### src/rtl/adc_seq_pkg.sv
package adc_seq_pkg;

    localparam int CODE_W = 10;
    localparam int N_CH   = 8;
    localparam int CH_W   = $clog2(N_CH);
    localparam int AVG_W  = 4;
    localparam int PH_W   = 4;
    localparam int ADDR_W = 5;
    localparam int DATA_W = 32;

    localparam int MAX_LOG = (1 << AVG_W) - 1;
    localparam int ACC_W   = CODE_W + MAX_LOG;
    localparam int CNT_W   = MAX_LOG + 1;
    localparam int CMD_W   = 1 + AVG_W + 1 + CH_W + 1;
    localparam int DIV_W   = 2 * PH_W;

    localparam logic [ADDR_W-1:0] A_CMD      = ADDR_W'(0);
    localparam logic [ADDR_W-1:0] A_DIV      = ADDR_W'(1);
    localparam logic [ADDR_W-1:0] A_RES      = ADDR_W'(2);
    localparam logic [ADDR_W-1:0] A_CTL      = ADDR_W'(8);
    localparam logic [ADDR_W-1:0] A_CTL_LAST = ADDR_W'(8 + N_CH - 1);
    localparam logic [ADDR_W-1:0] A_DAT      = ADDR_W'(16);
    localparam logic [ADDR_W-1:0] A_DAT_LAST = ADDR_W'(16 + N_CH - 1);

    // Field order matches the command word bit positions (MSB first).
    typedef struct packed {
        logic              int_ref;
        logic [AVG_W-1:0]  avg_log;
        logic              enable;
        logic [CH_W-1:0]   chan;
        logic              start;
    } cmd_t;

    typedef enum logic [1:0] {
        S_IDLE = 2'd0,
        S_EDGE = 2'd1,
        S_WAIT = 2'd2
    } seq_state_e;

    typedef struct packed {
        logic [CH_W-1:0]   chan;
        logic [CODE_W-1:0] value;
    } result_t;

    function automatic logic [PH_W-1:0] phase_len(input logic [PH_W-1:0] c);
        return (c == '0) ? PH_W'(1) : c;
    endfunction

endpackage

### src/rtl/adc_clk_gen.sv
module adc_clk_gen
    import adc_seq_pkg::*;
#(
    parameter int P_W = PH_W
) (
    input  logic           clk,
    input  logic           rst,
    input  logic           en,
    input  logic [P_W-1:0] lo_cnt,
    input  logic [P_W-1:0] hi_cnt,
    output logic           adc_clk,
    output logic           rise_next
);

    logic           ph_q;
    logic [P_W-1:0] cnt_q;
    logic [P_W-1:0] lo_len;
    logic [P_W-1:0] hi_len;
    logic [P_W-1:0] cur_len;

    always_comb begin
        lo_len  = (lo_cnt == '0) ? P_W'(1) : lo_cnt;
        hi_len  = (hi_cnt == '0) ? P_W'(1) : hi_cnt;
        cur_len = ph_q ? hi_len : lo_len;
    end

    always_ff @(posedge clk) begin
        if (rst || !en) begin
            ph_q  <= 1'b0;
            cnt_q <= '0;
        end else if (cnt_q >= cur_len - P_W'(1)) begin
            cnt_q <= '0;
            ph_q  <= ~ph_q;
        end else begin
            cnt_q <= cnt_q + P_W'(1);
        end
    end

    assign adc_clk   = ph_q;
    assign rise_next = en && !ph_q && (cnt_q >= lo_len - P_W'(1));

    p_idle_low_r3: assert property (@(posedge clk) disable iff (rst)
        !en |=> !adc_clk);

    p_rise_follows_r11: assert property (@(posedge clk) disable iff (rst)
        rise_next |=> adc_clk);

endmodule

### src/rtl/adc_avg_engine.sv
module adc_avg_engine
    import adc_seq_pkg::*;
(
    input  logic              clk,
    input  logic              rst,
    input  logic              en,
    input  logic              launch,
    input  logic [CH_W-1:0]   chan_in,
    input  logic [AVG_W-1:0]  avg_in,
    input  logic              edge_rise,
    input  logic              adc_clk,
    input  logic              fe_valid,
    input  logic [CODE_W-1:0] fe_code,
    output logic              fe_req,
    output logic [CH_W-1:0]   cur_chan,
    output logic              busy,
    output logic              store,
    output result_t           result
);

    seq_state_e        state_q;
    logic [CH_W-1:0]   chan_q;
    logic [AVG_W-1:0]  n_q;
    logic [CNT_W-1:0]  cnt_q;
    logic [ACC_W-1:0]  acc_q;
    logic              req_q;
    logic              store_q;
    logic [CODE_W-1:0] res_q;
    logic [ACC_W-1:0]  acc_sum;
    logic              last_sample;

    always_comb begin
        acc_sum     = acc_q + {{(ACC_W-CODE_W){1'b0}}, fe_code};
        last_sample = (cnt_q == CNT_W'(1));
    end

    always_ff @(posedge clk) begin
        if (rst) begin
            state_q <= S_IDLE;
            chan_q  <= '0;
            n_q     <= '0;
            cnt_q   <= '0;
            acc_q   <= '0;
            req_q   <= 1'b0;
            store_q <= 1'b0;
            res_q   <= '0;
        end else begin
            req_q   <= 1'b0;
            store_q <= 1'b0;
            if (launch) begin
                state_q <= S_EDGE;
                chan_q  <= chan_in;
                n_q     <= avg_in;
                cnt_q   <= CNT_W'(1) << avg_in;
                acc_q   <= '0;
            end else if (!en) begin
                state_q <= S_IDLE;
            end else begin
                case (state_q)
                    S_EDGE: begin
                        if (edge_rise) begin
                            req_q   <= 1'b1;
                            state_q <= S_WAIT;
                        end
                    end
                    S_WAIT: begin
                        if (fe_valid) begin
                            acc_q <= acc_sum;
                            if (last_sample) begin
                                store_q <= 1'b1;
                                res_q   <= CODE_W'(acc_sum >> n_q);
                                state_q <= S_IDLE;
                            end else begin
                                cnt_q   <= cnt_q - CNT_W'(1);
                                state_q <= S_EDGE;
                            end
                        end
                    end
                    default: state_q <= S_IDLE;
                endcase
            end
        end
    end

    assign fe_req       = req_q;
    assign cur_chan     = chan_q;
    assign busy         = (state_q != S_IDLE);
    assign store        = store_q;
    assign result.chan  = chan_q;
    assign result.value = res_q;

    p_req_single_r11: assert property (@(posedge clk) disable iff (rst)
        fe_req |=> !fe_req);

    p_req_on_rise_r11: assert property (@(posedge clk) disable iff (rst)
        fe_req |-> (adc_clk && !$past(adc_clk)));

    p_store_after_sample_r8: assert property (@(posedge clk) disable iff (rst)
        store |-> $past(fe_valid));

    p_launch_idle_r9: assert property (@(posedge clk) disable iff (rst)
        launch |-> !busy);

endmodule

### src/rtl/adc_regs.sv
module adc_regs
    import adc_seq_pkg::*;
(
    input  logic              clk,
    input  logic              rst,
    input  logic              bus_wr,
    input  logic              bus_rd,
    input  logic [ADDR_W-1:0] bus_addr,
    input  logic [DATA_W-1:0] bus_wdata,
    output logic [DATA_W-1:0] bus_rdata,
    input  logic              busy,
    input  logic              store,
    input  result_t           result,
    output cmd_t              cmd,
    output logic [PH_W-1:0]   lo_cnt,
    output logic [PH_W-1:0]   hi_cnt,
    output logic              launch,
    output logic              irq
);

    cmd_t              cmd_q;
    cmd_t              new_cmd;
    logic [DIV_W-1:0]  div_q;
    logic [CODE_W-1:0] res_q;
    logic              irq_q;
    logic [DATA_W-1:0] ctl_q [N_CH];
    logic [CODE_W-1:0] dat_q [N_CH];

    logic              wr_cmd;
    logic              rd_res;
    logic              in_ctl;
    logic              in_dat;
    logic [CH_W-1:0]   ctl_idx;
    logic [CH_W-1:0]   dat_idx;

    always_comb begin
        wr_cmd  = bus_wr && (bus_addr == A_CMD);
        rd_res  = bus_rd && (bus_addr == A_RES);
        new_cmd = cmd_t'(bus_wdata[CMD_W-1:0]);
        launch  = wr_cmd && new_cmd.start && new_cmd.enable && !busy;
        in_ctl  = (bus_addr >= A_CTL) && (bus_addr <= A_CTL_LAST);
        in_dat  = (bus_addr >= A_DAT) && (bus_addr <= A_DAT_LAST);
        ctl_idx = CH_W'(bus_addr - A_CTL);
        dat_idx = CH_W'(bus_addr - A_DAT);
    end

    always_ff @(posedge clk) begin
        if (rst) begin
            cmd_q <= '0;
            div_q <= '0;
            res_q <= '0;
            irq_q <= 1'b0;
        end else begin
            if (wr_cmd) begin
                cmd_q       <= new_cmd;
                cmd_q.start <= 1'b0;
            end
            if (bus_wr && (bus_addr == A_DIV)) begin
                div_q <= bus_wdata[DIV_W-1:0];
            end
            if (store) begin
                res_q <= result.value;
                irq_q <= 1'b1;
            end else if (rd_res) begin
                irq_q <= 1'b0;
            end
        end
    end

    for (genvar gi = 0; gi < N_CH; gi++) begin : g_chan
        always_ff @(posedge clk) begin
            if (rst) begin
                ctl_q[gi] <= '0;
                dat_q[gi] <= '0;
            end else begin
                if (bus_wr && (bus_addr == ADDR_W'(A_CTL + ADDR_W'(gi)))) begin
                    ctl_q[gi] <= bus_wdata;
                end
                if (store && (result.chan == CH_W'(gi))) begin
                    dat_q[gi] <= result.value;
                end
            end
        end
    end

    always_comb begin
        bus_rdata = '0;
        if (bus_addr == A_CMD) begin
            bus_rdata[CMD_W-1:0] = cmd_q;
        end else if (bus_addr == A_DIV) begin
            bus_rdata[DIV_W-1:0] = div_q;
        end else if (bus_addr == A_RES) begin
            bus_rdata[CODE_W-1:0] = res_q;
        end else if (in_ctl) begin
            bus_rdata = ctl_q[ctl_idx];
        end else if (in_dat) begin
            bus_rdata[CODE_W-1:0] = dat_q[dat_idx];
        end
    end

    assign cmd    = cmd_q;
    assign lo_cnt = div_q[PH_W-1:0];
    assign hi_cnt = div_q[DIV_W-1:PH_W];
    assign irq    = irq_q;

    p_irq_set_r8: assert property (@(posedge clk) disable iff (rst)
        $rose(irq) |-> $past(store));

    p_irq_hold_r8: assert property (@(posedge clk) disable iff (rst)
        (irq && !rd_res) |=> irq);

    p_start_clear_r10: assert property (@(posedge clk) disable iff (rst)
        wr_cmd |=> !cmd.start);

endmodule

### src/rtl/adc_seq_ctrl.sv
module adc_seq_ctrl
    import adc_seq_pkg::*;
(
    input  logic              clk,
    input  logic              rst,
    input  logic              bus_wr,
    input  logic              bus_rd,
    input  logic [ADDR_W-1:0] bus_addr,
    input  logic [DATA_W-1:0] bus_wdata,
    output logic [DATA_W-1:0] bus_rdata,
    output logic              adc_clk,
    output logic              fe_req,
    output logic [CH_W-1:0]   fe_chan,
    output logic              fe_vref_int,
    input  logic              fe_valid,
    input  logic [CODE_W-1:0] fe_code,
    output logic              irq
);

    cmd_t            cfg;
    logic [PH_W-1:0] lo_cnt;
    logic [PH_W-1:0] hi_cnt;
    logic            launch;
    logic            busy;
    logic            store;
    logic            rise_next;
    result_t         result;

    adc_regs u_regs (
        .clk       (clk),
        .rst       (rst),
        .bus_wr    (bus_wr),
        .bus_rd    (bus_rd),
        .bus_addr  (bus_addr),
        .bus_wdata (bus_wdata),
        .bus_rdata (bus_rdata),
        .busy      (busy),
        .store     (store),
        .result    (result),
        .cmd       (cfg),
        .lo_cnt    (lo_cnt),
        .hi_cnt    (hi_cnt),
        .launch    (launch),
        .irq       (irq)
    );

    adc_clk_gen #(.P_W(PH_W)) u_clk (
        .clk       (clk),
        .rst       (rst),
        .en        (cfg.enable),
        .lo_cnt    (lo_cnt),
        .hi_cnt    (hi_cnt),
        .adc_clk   (adc_clk),
        .rise_next (rise_next)
    );

    adc_avg_engine u_eng (
        .clk       (clk),
        .rst       (rst),
        .en        (cfg.enable),
        .launch    (launch),
        .chan_in   (bus_wdata[CH_W:1]),
        .avg_in    (bus_wdata[CH_W+1+AVG_W:CH_W+2]),
        .edge_rise (rise_next),
        .adc_clk   (adc_clk),
        .fe_valid  (fe_valid),
        .fe_code   (fe_code),
        .fe_req    (fe_req),
        .cur_chan  (fe_chan),
        .busy      (busy),
        .store     (store),
        .result    (result)
    );

    assign fe_vref_int = cfg.int_ref;

endmodule

### config.mk
export PLATFORM = sky130hd
export DESIGN_NAME = adc_seq_ctrl
export DESIGN_NICKNAME = d
export VERILOG_FILES = /design/src/rtl/adc_seq_pkg.sv /design/src/rtl/adc_clk_gen.sv /design/src/rtl/adc_avg_engine.sv /design/src/rtl/adc_regs.sv /design/src/rtl/adc_seq_ctrl.sv
export SDC_FILE = /design/constraint.sdc
export NUM_CORES = 1
export LEC_CHECK = 0
export ABC_AREA = 1
export CORE_ASPECT_RATIO = 0.5
export CORE_UTILIZATION = 46
export CTS_BUF_LIST = sky130_fd_sc_hd__clkbuf_8
export CTS_CLUSTER_SIZE = 12
export DETAILED_ROUTE_END_ITERATION = 10
export DONT_BUFFER_PORTS = 1
export PLACE_DENSITY_LB_ADDON = 0.15
export SYNTH_ARGS = -nofsm -noshare
export SYNTH_HDL_FRONTEND = slang
export SYNTH_SLANG_ARGS = --single-unit
### constraint.sdc
create_clock -name clk -period 5.37 [get_ports clk]
set_input_delay 1.074 -clock clk [delete_from_list [all_inputs] [get_ports clk]]
set_output_delay 1.074 -clock clk [all_outputs]
set_load 0.01 [all_outputs]
==> impl_metrics.json, run 1 <==
{
  "dpl.hpwl_um": 36720,
  "drive_above_1_share": 0.06870,
  "violations": "design-rule violations",
  "drc": 1,
  "tightest_slew_ps": 1148,
  "setup_tns_ps": 0,
  "hold_viol": 0,
  "power_density_mw_per_mm2": 295.3,
  "gp_congestion": 0.9025,
  "synth_area_sq_mm": 0.02068,
  "grt-ovfl-total": 0,
  "rsz0062_at_grt": "no",
  "synthesis.nets": 2349,
  "cts_buffer_depth": 3,
  "hold_buffers": 0,
  "path_class": "in2out",
  "clock-skew-final_ps": 21.38,
  "grt_max_degree": 66,
  "synthTopCellsByArea": "edfxtp_1, dfxtp_1, nand2_1",
  "synth_edf_count": 336,
  "mostFrequentLayoutCells": "nand2_1, nor2_1, edfxtp_1",
  "core_region_area_sq_mm": 0.04398,
  "vias": 16350,
  "maxSlewViolCount": 0,
  "synth_cells": 2268,
  "cp.required_ps": 4300,
  "track_usage": 0.2580,
  "slew_headroom": 0.2335,
  "yosysTopAreaCell": "edfxtp_1",
  "num_rows": 54,
  "syn2layout_area_growth_pct": 8.409,
  "seq_area_frac_synth": 0.5798,
  "path_clk_slew_ps": 60,
  "synth_cell_types": 53,
  "cts_tree": "done",
  "die_h_um": 151.9,
  "antenna_found_initial": 0,
  "final_area_sq_mm": 0.02242,
  "initial_core_util": 0.4702,
  "vias_per_cell": 5.662,
  "dr.pass1.iters": 8,
  "cts_resized": 0,
  "grt_pass1_vias": 15750,
  "num_antenna_cells": 0,
  "htreeDepth": 2,
  "worstPathMaxFanout": 40,
  "arrival_ps": 3330,
  "drv_cap": 0,
  "min_period_ps": 4408,
  "nets": 2338,
  "cts_sinks": 431,
  "final.period_utilization": 0.8209,
  "cp-end-kind": "output port",
  "drt-total-wl_um": 59050,
  "ir_worst_vdd_mv": 0.1628,
  "die_x_um": 301.9,
  "grt_pass1_wl_um": 91930,
  "min_path_type": "reg2reg",
  "setup_viol": 0,
  "cp-start-kind": "input pin",
  "yosys.area.top_type_share": 0.4878,
  "fillers": 4124,
  "clockRootBuffer": "clkbuf_8",
  "wl_per_cell_um": 20.45,
  "synth_seq_cells": 431,
  "fmax_ghz": 0.2268,
  "detail-route-antenna-nets": 0,
  "syn_area_per_cell_sq_um": 9.120,
  "clkLatencyLatePin_ps": 650,
  "drt_iter0_markers": 1324,
  "yosys_warnings": 0,
  "cts-buffers-inserted": 61,
  "status": "finished, violations left",
  "portBuffers": 0,
  "placed_cell_area_sq_mm": 0.02136,
  "post-cts-setup-buffers": 0,
  "leakage_nw": 8.571,
  "async_flop_share": 0,
  "dieArea_sq_mm": 0.04587,
  "synth_ff_type": "edfxtp_1",
  "layout_commonest_cell": "nand2_1",
  "io_pins": 91
}
[flip-flops by register name, summed over array words and instances, names as in the netlist]
| signal | flops |
|---|---|
| u_regs.ctl_q | 256 |
| u_clk.adc_clk | 1 |
| u_eng.cur_chan | 3 |
| u_regs.div_q | 8 |
| u_regs.dat_q | 80 |
| u_regs.irq | 1 |
| u_eng.state_q | 2 |
| u_eng.store | 1 |
| u_eng.fe_req | 1 |
| u_eng.res_q | 10 |
| u_regs.res_q | 10 |
| u_eng.n_q | 4 |
| u_eng.cnt_q | 16 |
| u_eng.acc_q | 25 |
| u_regs.cmd | 9 |
| u_clk.cnt_q | 4 |
[worst max-delay path: stages]
cell and delay, ps:
inv_1 50, nand2_1 270, inv_2 410, buf_4 360, nand2_1 80, nand4_1 90
o21ai_0 540, nand4_1 190, o21ai_0 120, nand2_1 130
[synth_stat cells (20+ instances only)]
| cell | count |
|---|---|
| nand2_1 | 445 |
| nor2_1 | 421 |
| edfxtp_1 | 336 |
| nand3_1 | 170 |
| inv_1 | 145 |
| o21ai_0 | 114 |
| clkbuf_1 | 102 |
| dfxtp_1 | 95 |
| a21oi_1 | 80 |
| a22oi_1 | 65 |
| nand4_1 | 46 |
| ha_1 | 28 |
| a211oi_1 | 26 |
| o211ai_1 | 25 |
| clkinv_1 | 20 |
[final cells by class]
cell class                 instances  area, sq um  share of cell area
sequential                       431        11990              0.5348
timing repair buffer              42        315.3             0.01406
clock buffer                      61        839.6             0.03744
multi-input combinational       1544         7646              0.3410
clock inverter                    45        227.7             0.01016
tap                              588        735.7             0.03281
inverter                         177        666.9             0.02974
[per-layer routing]
layer | part of all wire | vias up | global-route usage | routed length [um]
li1 | - | 7815 | - | -
met1 | 0.45 | 7874 | 0.3687 | 26530
met2 | 0.46 | 567 | 0.4077 | 27110
met3 | 0.068 | 97 | 0.03761 | 3987
met4 | 0.024 | 0 | 0.07576 | 1425
met5 | 0 | - | 0 | 0
[cell families (layout without fill, tap and decap cells)]
| group | Yosys count | count (layout) | share of synthesized area |
|---|---|---|---|
| adders and majority gates | 29 | 29 | 0.01791 |
| buffers and inverters | 293 | 325 | 0.05426 |
| AOI/OAI and AO/OA | 373 | 373 | 0.1132 |
| xor gates and xnor gates | 18 | 18 | 0.007622 |
| DFF | 431 | 431 | 0.5798 |
| and+or+nand+nor | 1124 | 1124 | 0.2272 |
[worst paths after layout]
path / from / end / slack [ps] / depth (start not counted)
worst max register to register: u_eng.acc_q[0] / u_eng.res_q[8] / 2700 / 19
worst min register to register: u_eng.res_q[0] / u_eng.res_q[0] / 460 / 2
worst min-delay path: u_eng.res_q[0] / u_eng.res_q[0] / 460 / 2
worst max-delay path: bus_addr[0] / bus_rdata[5] / 960 / 10
[power breakdown]
group | switching, mW | internal [mW]
registers | 0.0395 | 3.72
clock network | 1.33 | 1.11
logic | 0.320 | 0.105
total | 1.69 | 4.93
[through the flow]
stage | util | setup WS (ps) | hold WS, ps | cells | power [mW]
after floorplan | - | 975.4 | 429.7 | 2268 | 4.099
after global placement | 0.4855 | 960.8 | 450.3 | 2782 | 4.252
after detailed placement | 0.4855 | 956.1 | 453.7 | 2782 | 4.258
after CTS | 0.5098 | 957.6 | 436.9 | 2888 | 6.677
after global routing | 0.5098 | 766.5 | 447.8 | 2888 | 6.855
final | 0.5098 | 961.7 | 464.9 | 2888 | 6.620
Power figures use the tool's default switching activity.
==> run 2: changes to the inputs <==
==> constraint.sdc (replaced) <==
create_clock -name clk -period 4.3 [get_ports clk]
set_input_delay 0.86 -clock clk [delete_from_list [all_inputs] [get_ports clk]]
set_output_delay 0.86 -clock clk [all_outputs]
set_load 0.01 [all_outputs]
==> run 2 against run 1 <==
  * The flow still finishes with violations (design-rule violations)
  * Clock-buffer cell count up 10
  * Clock power rose by 36%
  * Sequential cell count did not move
  * Non-clock buffer count rose by 34
  * Core utilization up 1.0 points
  * Register-to-register slack got worse by 1000 ps
  * Largest cell class unchanged
==> impl_metrics.json, run 2 (synthesized netlist as in run 1, its figures left out) <==
{
  "status": "finished, violations left",
  "violations": "design-rule violations",
  "detail-route-antenna-nets": 0,
  "grt_pass1_wl_um": 93870,
  "hold_path_depth": 1,
  "drive_above_1_share": 0.08571,
  "num_antenna_cells": 0,
  "antenna_found_initial": 0,
  "critPathTopFamily": "buffers and inverters",
  "drc": 1,
  "leakage_nw": 8.867,
  "path_class": "in2out",
  "core_region_area_sq_mm": 0.04398,
  "largest_reg_flops": 256,
  "track_usage": 0.2663,
  "clockRootBuffer": "clkbuf_8",
  "grt_pass1_vias": 16110,
  "clock-skew-final_ps": 20.99,
  "cpMaxStageDelayCell": "o211ai_1",
  "io_pins": 91,
  "die_h_um": 151.9,
  "worstPathMaxFanout": 14,
  "routed-wl-met2_um": 28100,
  "post-cts-setup-buffers": 0,
  "post-place-ws_ps": 413.6,
  "slew_headroom": 0.4095,
  "cp-start-kind": "input pin",
  "path_clk_slew_ps": 60,
  "cp.required_ps": 3440,
  "htreeDepth": 3,
  "dr.pass1.iters": 10,
  "hold_viol": 0,
  "drv_cap": 0,
  "min_path_type": "in2reg",
  "num_rows": 54,
  "cts_buffer_depth": 3,
  "hold_buffers": 0,
  "setup_viol": 0,
  "final.period_utilization": 0.8993,
  "ir_worst_vdd_mv": 0.1719,
  "gp_congestion": 0.9127,
  "mostFrequentLayoutCells": "nand2_1, nor2_1, edfxtp_1",
  "cts_tree": "done",
  "fmax_ghz": 0.2586,
  "nets": 2377,
  "initial_core_util": 0.4702,
  "cts-buffers-inserted": 66,
  "path_cells": "inv_1 > nor2_4 > inv_1 > buf_4 > nor2_1 > clkinv_1 > o211ai_1 > buf_4",
  "die_x_um": 301.9,
  "finalPower_mw": 8.583,
  "tightest_slew_ps": 885.7,
  "vias_per_cell": 5.656,
  "arrival_ps": 3010,
  "grt-ovfl-total": 0,
  "power_density_mw_per_mm2": 375.2,
  "largestRegisters": "u_regs.ctl_q (256), u_regs.dat_q (80), u_eng.acc_q (25)",
  "cp-end-kind": "output port",
  "top_layer_used": "met4",
  "max_stage_delay_ps": 490,
  "setup_tns_ps": 0,
  "final_area_sq_mm": 0.02287,
  "crit_cells": 8,
  "wl_per_cell_um": 20.61,
  "min_period_ps": 3867,
  "reg2reg_depth": 15,
  "cts_sinks": 431,
  "largest-register": "u_regs.ctl_q",
  "maxSlewViolCount": 0,
  "rsz0062_at_grt": "no",
  "cts_resized": 0,
  "critPathBufInv": 5,
  "clkLatencyLatePin_ps": 640,
  "portBuffers": 0,
  "grt_max_degree": 48,
  "dieArea_sq_mm": 0.04587,
  "layout_commonest_cell": "nand2_1",
  "placed_cell_area_sq_mm": 0.02165,
  "vias": 16590,
  "met1_length_um": 26660,
  "wl_met3_um": 4139,
  "fillers": 4083,
  "syn2layout_area_growth_pct": 10.59,
  "drt_iter0_markers": 1450,
  "dpl.hpwl_um": 38190,
  "fin_ws_ps": 433.0,
  "drt-total-wl_um": 60440
}
-- run 2: power breakdown --
part,switching (mW),internal [mW]
Sequential,0.0501,4.64
Combinational,0.415,0.156
Clock,1.71,1.61
-- run 2: final timing paths --
kind | from | slack, ps | end
min | rst | 290 | u_eng.cnt_q[12]
min reg2reg | u_clk.cnt_q[0] | 470 | u_clk.cnt_q[0]
max | bus_addr[0] | 430 | bus_rdata[2]
max reg2reg | u_eng.acc_q[0] | 1670 | u_eng.res_q[2]
-- run 2: area by class of cell --
class / count / area, sq um / share of cell area
flip-flops and latches: 431 / 11990 / 0.5243
multi-input cells: 1544 / 7646 / 0.3343
clock buffers: 71 / 977.2 / 0.04272
well taps: 588 / 735.7 / 0.03216
inverters: 177 / 666.9 / 0.02916
repair buffers: 76 / 608.1 / 0.02658
clock inverters: 46 / 247.7 / 0.01083
-- run 2: per-layer routing --
layer	up-vias	global-route usage
li1	7885	-
met1	8056	0.3676
met2	550	0.4305
met3	99	0.04147
met4	0	0.08562
met5	-	0
-- run 2: worst reg2reg max path, delay by kind of cell, from the launching register on --
| family | cells | cell delay (ps) |
|---|---|---|
| simple gates | 11 | 1290 |
| fa+ha+maj | 2 | 700 |
| flops | 1 | 310 |
| compound gates | 2 | 250 |
-- run 2: stage by stage --
stage / util / cells / hold slack, ps
after floorplan: - / 2268 / 429.7
final: 0.5200 / 2933 / 291.3
after CTS: 0.5200 / 2933 / 245.7
after detailed placement: 0.4922 / 2816 / 451.0
after global routing: 0.5200 / 2933 / 260.1
after global placement: 0.4922 / 2816 / 448.7
